**config.mk**
```make
export PLATFORM = sky130hd
export DESIGN_NAME = txep_ctrl
export DESIGN_NICKNAME = d
export VERILOG_FILES = /design/src/rtl/txep_pkg.sv /design/src/rtl/txep_slots.sv /design/src/rtl/txep_handshake.sv /design/src/rtl/txep_toggle.sv /design/src/rtl/txep_ctrl.sv
export SDC_FILE = /design/constraint.sdc
export NUM_CORES = 1
export LEC_CHECK = 0
export ABC_AREA = 1
export ABC_CLOCK_PERIOD_IN_PS = 2100
export BUFFER_PORTS_ARGS = -buffer_cell sky130_fd_sc_hd__buf_2
export CORE_MARGIN = 2
export CORE_UTILIZATION = 30
export CTS_CLUSTER_DIAMETER = 30
export CTS_CLUSTER_SIZE = 40
export DETAILED_ROUTE_END_ITERATION = 8
export PLACE_DENSITY = 0.63
export SYNTH_ARGS = -nofsm -noshare
export SYNTH_HDL_FRONTEND = slang
export SYNTH_HIERARCHICAL = 1
export SYNTH_SLANG_ARGS = --single-unit
```
**constraint.sdc**
```tcl
create_clock -name clk -period 2.1 [get_ports clk]
set_input_delay 0.315 -clock clk [delete_from_list [all_inputs] [get_ports clk]]
set_output_delay 0.315 -clock clk [all_outputs]
set_load 0.1 [all_outputs]
```
**src/rtl/txep_pkg.sv**
```systemverilog
package txep_pkg;
  typedef enum logic [1:0] {
    RSP_NONE  = 2'd0,
    RSP_DATA  = 2'd1,
    RSP_NAK   = 2'd2,
    RSP_STALL = 2'd3
  } txep_resp_e;

  localparam int B_RDY   = 0;
  localparam int B_NE    = 1;
  localparam int B_UNDR  = 2;
  localparam int B_FLUSH = 3;
  localparam int B_STALL = 4;
  localparam int B_STLD  = 5;
  localparam int B_CLRDT = 6;
endpackage

```
**src/rtl/txep_slots.sv**
```systemverilog
module txep_slots #(
  parameter int DEPTH = 2,
  localparam int CW = $clog2(DEPTH + 1)
) (
  input  logic clk,
  input  logic rst_n,
  input  logic commit_req,
  input  logic flush_req,
  input  logic sent,
  input  logic flush_all,
  output logic sent_eff,
  output logic full,
  output logic nonempty
);
  localparam logic [CW-1:0] FULL_CNT = CW'(DEPTH);
  localparam logic [CW-1:0] ONE = CW'(1);

  logic [CW-1:0] cnt_q, cnt_d, after_sent;
  logic commit_eff, flush_eff;

  always_comb begin
    sent_eff   = sent && (cnt_q != '0) && !flush_all;
    after_sent = sent_eff ? cnt_q - ONE : cnt_q;
    commit_eff = commit_req && !flush_req && (cnt_q < FULL_CNT);
    flush_eff  = flush_req && !commit_req && (after_sent != '0);
    cnt_d      = after_sent;
    if (commit_eff) cnt_d = cnt_d + ONE;
    if (flush_eff)  cnt_d = cnt_d - ONE;
    if (flush_all)  cnt_d = '0;
  end

  always_ff @(posedge clk or negedge rst_n) begin
    if (!rst_n) cnt_q <= '0;
    else        cnt_q <= cnt_d;
  end

  assign full     = (cnt_q == FULL_CNT);
  assign nonempty = (cnt_q != '0);

  p_no_overflow_r2: assert property (@(posedge clk) disable iff (!rst_n)
    cnt_q <= FULL_CNT);
  p_stall_empties_r8: assert property (@(posedge clk) disable iff (!rst_n)
    flush_all |=> !nonempty);
  p_full_refuses_r2: assert property (@(posedge clk) disable iff (!rst_n)
    (full && !sent && !flush_req && !flush_all) |=> full);
endmodule

```
**src/rtl/txep_handshake.sv**
```systemverilog
module txep_handshake
  import txep_pkg::*;
(
  input  logic       clk,
  input  logic       rst_n,
  input  logic       in_token,
  input  logic       stall_act,
  input  logic       nonempty,
  output txep_resp_e resp,
  output logic       underrun_set
);
  txep_resp_e resp_d;

  always_comb begin
    resp_d = RSP_NONE;
    if (in_token) begin
      if (stall_act)     resp_d = RSP_STALL;
      else if (nonempty) resp_d = RSP_DATA;
      else               resp_d = RSP_NAK;
    end
  end

  assign underrun_set = in_token && !stall_act && !nonempty;

  always_ff @(posedge clk or negedge rst_n) begin
    if (!rst_n) resp <= RSP_NONE;
    else        resp <= resp_d;
  end

  p_stall_resp_r5: assert property (@(posedge clk) disable iff (!rst_n)
    (in_token && stall_act) |=> (resp == RSP_STALL));
  p_idle_resp_r5: assert property (@(posedge clk) disable iff (!rst_n)
    !in_token |=> (resp == RSP_NONE));
endmodule

```
**src/rtl/txep_toggle.sv**
```systemverilog
module txep_toggle (
  input  logic clk,
  input  logic rst_n,
  input  logic flip,
  input  logic clear,
  output logic toggle
);
  always_ff @(posedge clk or negedge rst_n) begin
    if (!rst_n)     toggle <= 1'b0;
    else if (clear) toggle <= 1'b0;
    else if (flip)  toggle <= ~toggle;
  end

  p_clr_dt_r10: assert property (@(posedge clk) disable iff (!rst_n)
    clear |=> !toggle);
  p_flip_r4: assert property (@(posedge clk) disable iff (!rst_n)
    (flip && !clear) |=> (toggle != $past(toggle)));
endmodule

```
**src/rtl/txep_ctrl.sv**
```systemverilog
module txep_ctrl
  import txep_pkg::*;
#(
  parameter bit DOUBLE_BUF = 1'b1
) (
  input  logic       clk,
  input  logic       rst_n,
  input  logic       wr_en,
  input  logic [7:0] wr_data,
  output logic [7:0] rd_data,
  input  logic       irq_clr,
  input  logic       in_token,
  input  logic       pkt_sent,
  input  logic       stall_sent,
  input  logic       iso_mode,
  output logic [1:0] resp,
  output logic       irq,
  output logic       data_toggle
);
  localparam int DEPTH = DOUBLE_BUF ? 2 : 1;

  logic stall_q, stalled_q, underrun_q;
  logic commit_req, flush_req, clr_dt;
  logic sent_eff, full, nonempty, underrun_set, stall_act, irq_set;
  txep_resp_e resp_e;

  assign commit_req = wr_en && wr_data[B_RDY];
  assign flush_req  = wr_en && wr_data[B_FLUSH];
  assign clr_dt     = wr_en && wr_data[B_CLRDT];
  assign stall_act  = stall_q && !iso_mode;
  assign irq_set    = sent_eff || flush_req;

  txep_slots #(.DEPTH(DEPTH)) u_slots (
    .clk(clk), .rst_n(rst_n), .commit_req(commit_req), .flush_req(flush_req),
    .sent(pkt_sent), .flush_all(stall_sent), .sent_eff(sent_eff),
    .full(full), .nonempty(nonempty)
  );

  txep_handshake u_hs (
    .clk(clk), .rst_n(rst_n), .in_token(in_token), .stall_act(stall_act),
    .nonempty(nonempty), .resp(resp_e), .underrun_set(underrun_set)
  );

  txep_toggle u_tog (
    .clk(clk), .rst_n(rst_n), .flip(sent_eff && !iso_mode), .clear(clr_dt),
    .toggle(data_toggle)
  );

  always_ff @(posedge clk or negedge rst_n) begin
    if (!rst_n) begin
      stall_q    <= 1'b0;
      stalled_q  <= 1'b0;
      underrun_q <= 1'b0;
      irq        <= 1'b0;
    end else begin
      if (wr_en) stall_q <= wr_data[B_STALL];

      if (stall_sent)                     stalled_q <= 1'b1;
      else if (wr_en && !wr_data[B_STLD]) stalled_q <= 1'b0;

      if (underrun_set)                   underrun_q <= 1'b1;
      else if (wr_en && !wr_data[B_UNDR]) underrun_q <= 1'b0;

      if (irq_set)      irq <= 1'b1;
      else if (irq_clr) irq <= 1'b0;
    end
  end

  always_comb begin
    rd_data         = 8'h00;
    rd_data[B_RDY]  = full;
    rd_data[B_NE]   = nonempty;
    rd_data[B_UNDR] = underrun_q;
    rd_data[B_STALL]= stall_q;
    rd_data[B_STLD] = stalled_q;
  end

  assign resp = resp_e;

  p_irq_set_r11: assert property (@(posedge clk) disable iff (!rst_n)
    irq_set |=> irq);
  p_underrun_r6: assert property (@(posedge clk) disable iff (!rst_n)
    underrun_set |=> rd_data[B_UNDR]);
  p_stalled_r8: assert property (@(posedge clk) disable iff (!rst_n)
    stall_sent |=> (rd_data[B_STLD] && !rd_data[B_RDY]));
endmodule

```
==> out/results.tsv <==
metric	value	unit
status	complete, no violations	
synth_top_family_by_area	simple AND/OR/NAND/NOR gates	
syn2layout_area_growth	22.0	%
die_x	50.0	µm
port_buffers	22	
synth_cells	90	
ys_top_cells_by_count	nand2_1, inv_1, dfrtp_1	
final_cell_count_no_fill	139	
seqPwrFrac	26.9	%
p_per_area	1030	mW/mm²
initial_utilization	32.1	%
combPwrFrac	57.0	%
setup_viol	0	
postRouteAntennaNets	0	
leakage	0.477	nW
grt_overflow	0	
period_minus_slack	1.89	ns
synth-async-reset-ratio	100	%
route.detailed.drc	0	
postSynthAreaPerCell	7.06	µm²
crit_type	reg2reg	
multi_input_comb_area	284	µm²
ys_types	19	
reg2reg_to	u_slots/cnt_q[1]	
drive_gt1_share	31.3	%
final_util	39.1	%
netlist_area	636	µm²
viasPerCell	4.06	
ys_warn_count	6	
synthFlopType	dfrtp_1	
r2r_start	u_slots/cnt_q[0]	
ys_seq_area_share	35.4	%
hold_viol_final	0	
clock_power_share	16.1	%
cts.sinks	9	
r2r_cells	11	
fmax	528	MHz
drt_first_pass_iters	4	
synthTopCellsByArea	dfrtp_1, nand2_1, inv_1, buf_4, ha_1	
antenna_cells	0	
hpwl	938	µm
synth.mux.area_fraction	0	%
startpoint	u_slots/cnt_q[0]	
cp-end-kind	flop	
swShare	54.3	%
track_usage	10.1	%
rsz0062_at_grt	no	
cts_tree	built	
synth_compound_area_share	2.36	%
core	0.00198	mm²
period_share	90.2	%
maxCapViolCount	0	
grt_pass1_vias	477	
path_max_fanout	3	
slew_viol_final	0	
io_pins	28	
grt_max_degree	10	
yosys.area.top_type	dfrtp_1	
hold_path_class	in2reg	
seqCellArea	225	µm²
rows	16	
wl_per_cell	7.98	µm
insertion_delay	0.26	ns
path_cells	inv_1, ha_1, nor2_4, nand3_1, nand2_2, inv_1, ha_1, nor3_2, nand3_2, nor2_1, nor2_2	
cp_data_required_time	2.25	ns
synth-edff-count	0	
synth_top_area_share	35.4	%
die_h	50.0	µm
synth-seq-cells	9	
antenna_found_initial	0	
fin_skew	0.00696	ns
final_nets	132	
finalSetupTns	0	ns
fillers	216	
pre_cts_ws	0.0727	ns
arrival	2.05	ns
routed_wl	1.11	mm
p_sw	432	µW
synth_xor_area_share	0	%
drtIter0Drc	5	
cts.htree.levels	1	
slowest_delay	0.35	ns
cts_buffer_depth	2	
p_int	364	µW
critPathCapture	u_slots/cnt_q[1]	
fin_ws	0.205	ns
synth_fa_ha_area_share	5.91	%
num_vias	564	
place_inst	133	
clk_pin_slew	0.06	ns
crit_slowest_cell	dfrtp_1	
ir_drop	0.000400	V
r2r_setup_slack	0.21	ns
worst_setup_path_start_kind	flop	
grt_pass1_wl	1.84	mm
place.gp.congestion	0.719	
design.die.area	0.00250	mm²
synthSimpleGateAreaFrac	33.9	%
cts_made_buffers	3	
root_buffer	clkbuf_4	
synth.most_common_cell	nand2_1	
[how the worst min path moves through the flow]
stage                       endpoint  startpoint  cells past startpoint
detailed placement           stall_q       rst_n                      1
global placement             stall_q       rst_n                      1
global route        u_slots/cnt_q[0]  stall_sent                      2
finish              u_slots/cnt_q[0]  stall_sent                      2
floorplan                        irq       rst_n                      0
CTS                 u_slots/cnt_q[0]  stall_sent                      2
[timing repair]
item,CTS,global route
gates resized for setup,0,1
endpoints found under the hold margin,9,0
buffers inserted,0,1
endpoints found under the setup margin,0,2
hold buffers,1,0
[state kept, by name, summed over array words and instances (netlist names)]
| name | flops |
|---|---|
| underrun_q | 1 |
| u_slots/cnt_q | 2 |
| irq | 1 |
| stall_q | 1 |
| u_tog/toggle | 1 |
| u_hs/resp | 2 |
| stalled_q | 1 |
[through the flow]
stage / power [mW] / hold slack [ns] / cell area (µm²)
after floorplan: 0.623 / 0.0194 / 643
after global placement: 0.658 / 0.173 / 727
after detailed placement: 0.663 / 0.177 / 727
after CTS: 0.798 / 0.275 / 763
after global routing: 0.851 / 0.279 / 776
final: 0.796 / 0.283 / 776
[kinds of logic (layout without fill, tap and decap cells)]
family	after synthesis	in the layout
DFF	9	9
adders and majority gates	3	3
buffers and inverters	29	49
other	1	3
AOI/OAI and AO/OA	3	3
and+or+nand+nor	45	45
[area by class of cell]
class                      instances  area share (%)
timing repair buffer              24            16.5
tap                               27            4.35
multi-input combinational         54            36.6
sequential                         9            29.0
inverter                          21            10.2
clock buffer                       4            3.39
[power by group through the flow]
stage          Clock [mW]  Sequential (mW)  Combinational (mW)
2_1_floorplan           0            0.312               0.311
3_3_place_gp            0            0.218               0.440
3_5_place_dp            0            0.219               0.444
4_1_cts             0.136            0.216               0.446
5_1_grt             0.147            0.218               0.487
6_report            0.128            0.214               0.453
[cell usage in the layout (no fill, tap or decap), types with 2 or more instances in the layout]
master | netlist | routed
a21oi_1 | 2 | 2
nand2_2 | 3 | 3
ha_1 | 3 | 3
nand3_1 | 6 | 6
dfrtp_1 | 9 | 9
buf_2 | 0 | 22
conb_1 | 1 | 3
nand2_1 | 21 | 21
inv_1 | 20 | 20
clkbuf_4 | 0 | 3
nor2_1 | 8 | 8
[critical path, delay by kind of cell, from the launching register on]
family	cells	cell delay (ns)
buffers and inverters	2	0.12
flip-flops	1	0.35
AND/OR/NAND/NOR	7	0.89
adder cells (fa/ha/maj)	2	0.43
[metal layers]
| layer | GRT usage, % | share of wire [%] |
|---|---|---|
| met5 | 0 | 0 |
| met2 | 16.2 | 46 |
| met4 | 3.70 | 1.2 |
| met3 | 5.76 | 8.7 |
| met1 | 10.9 | 44 |
Note: power is estimated with default switching activity, not from simulation.
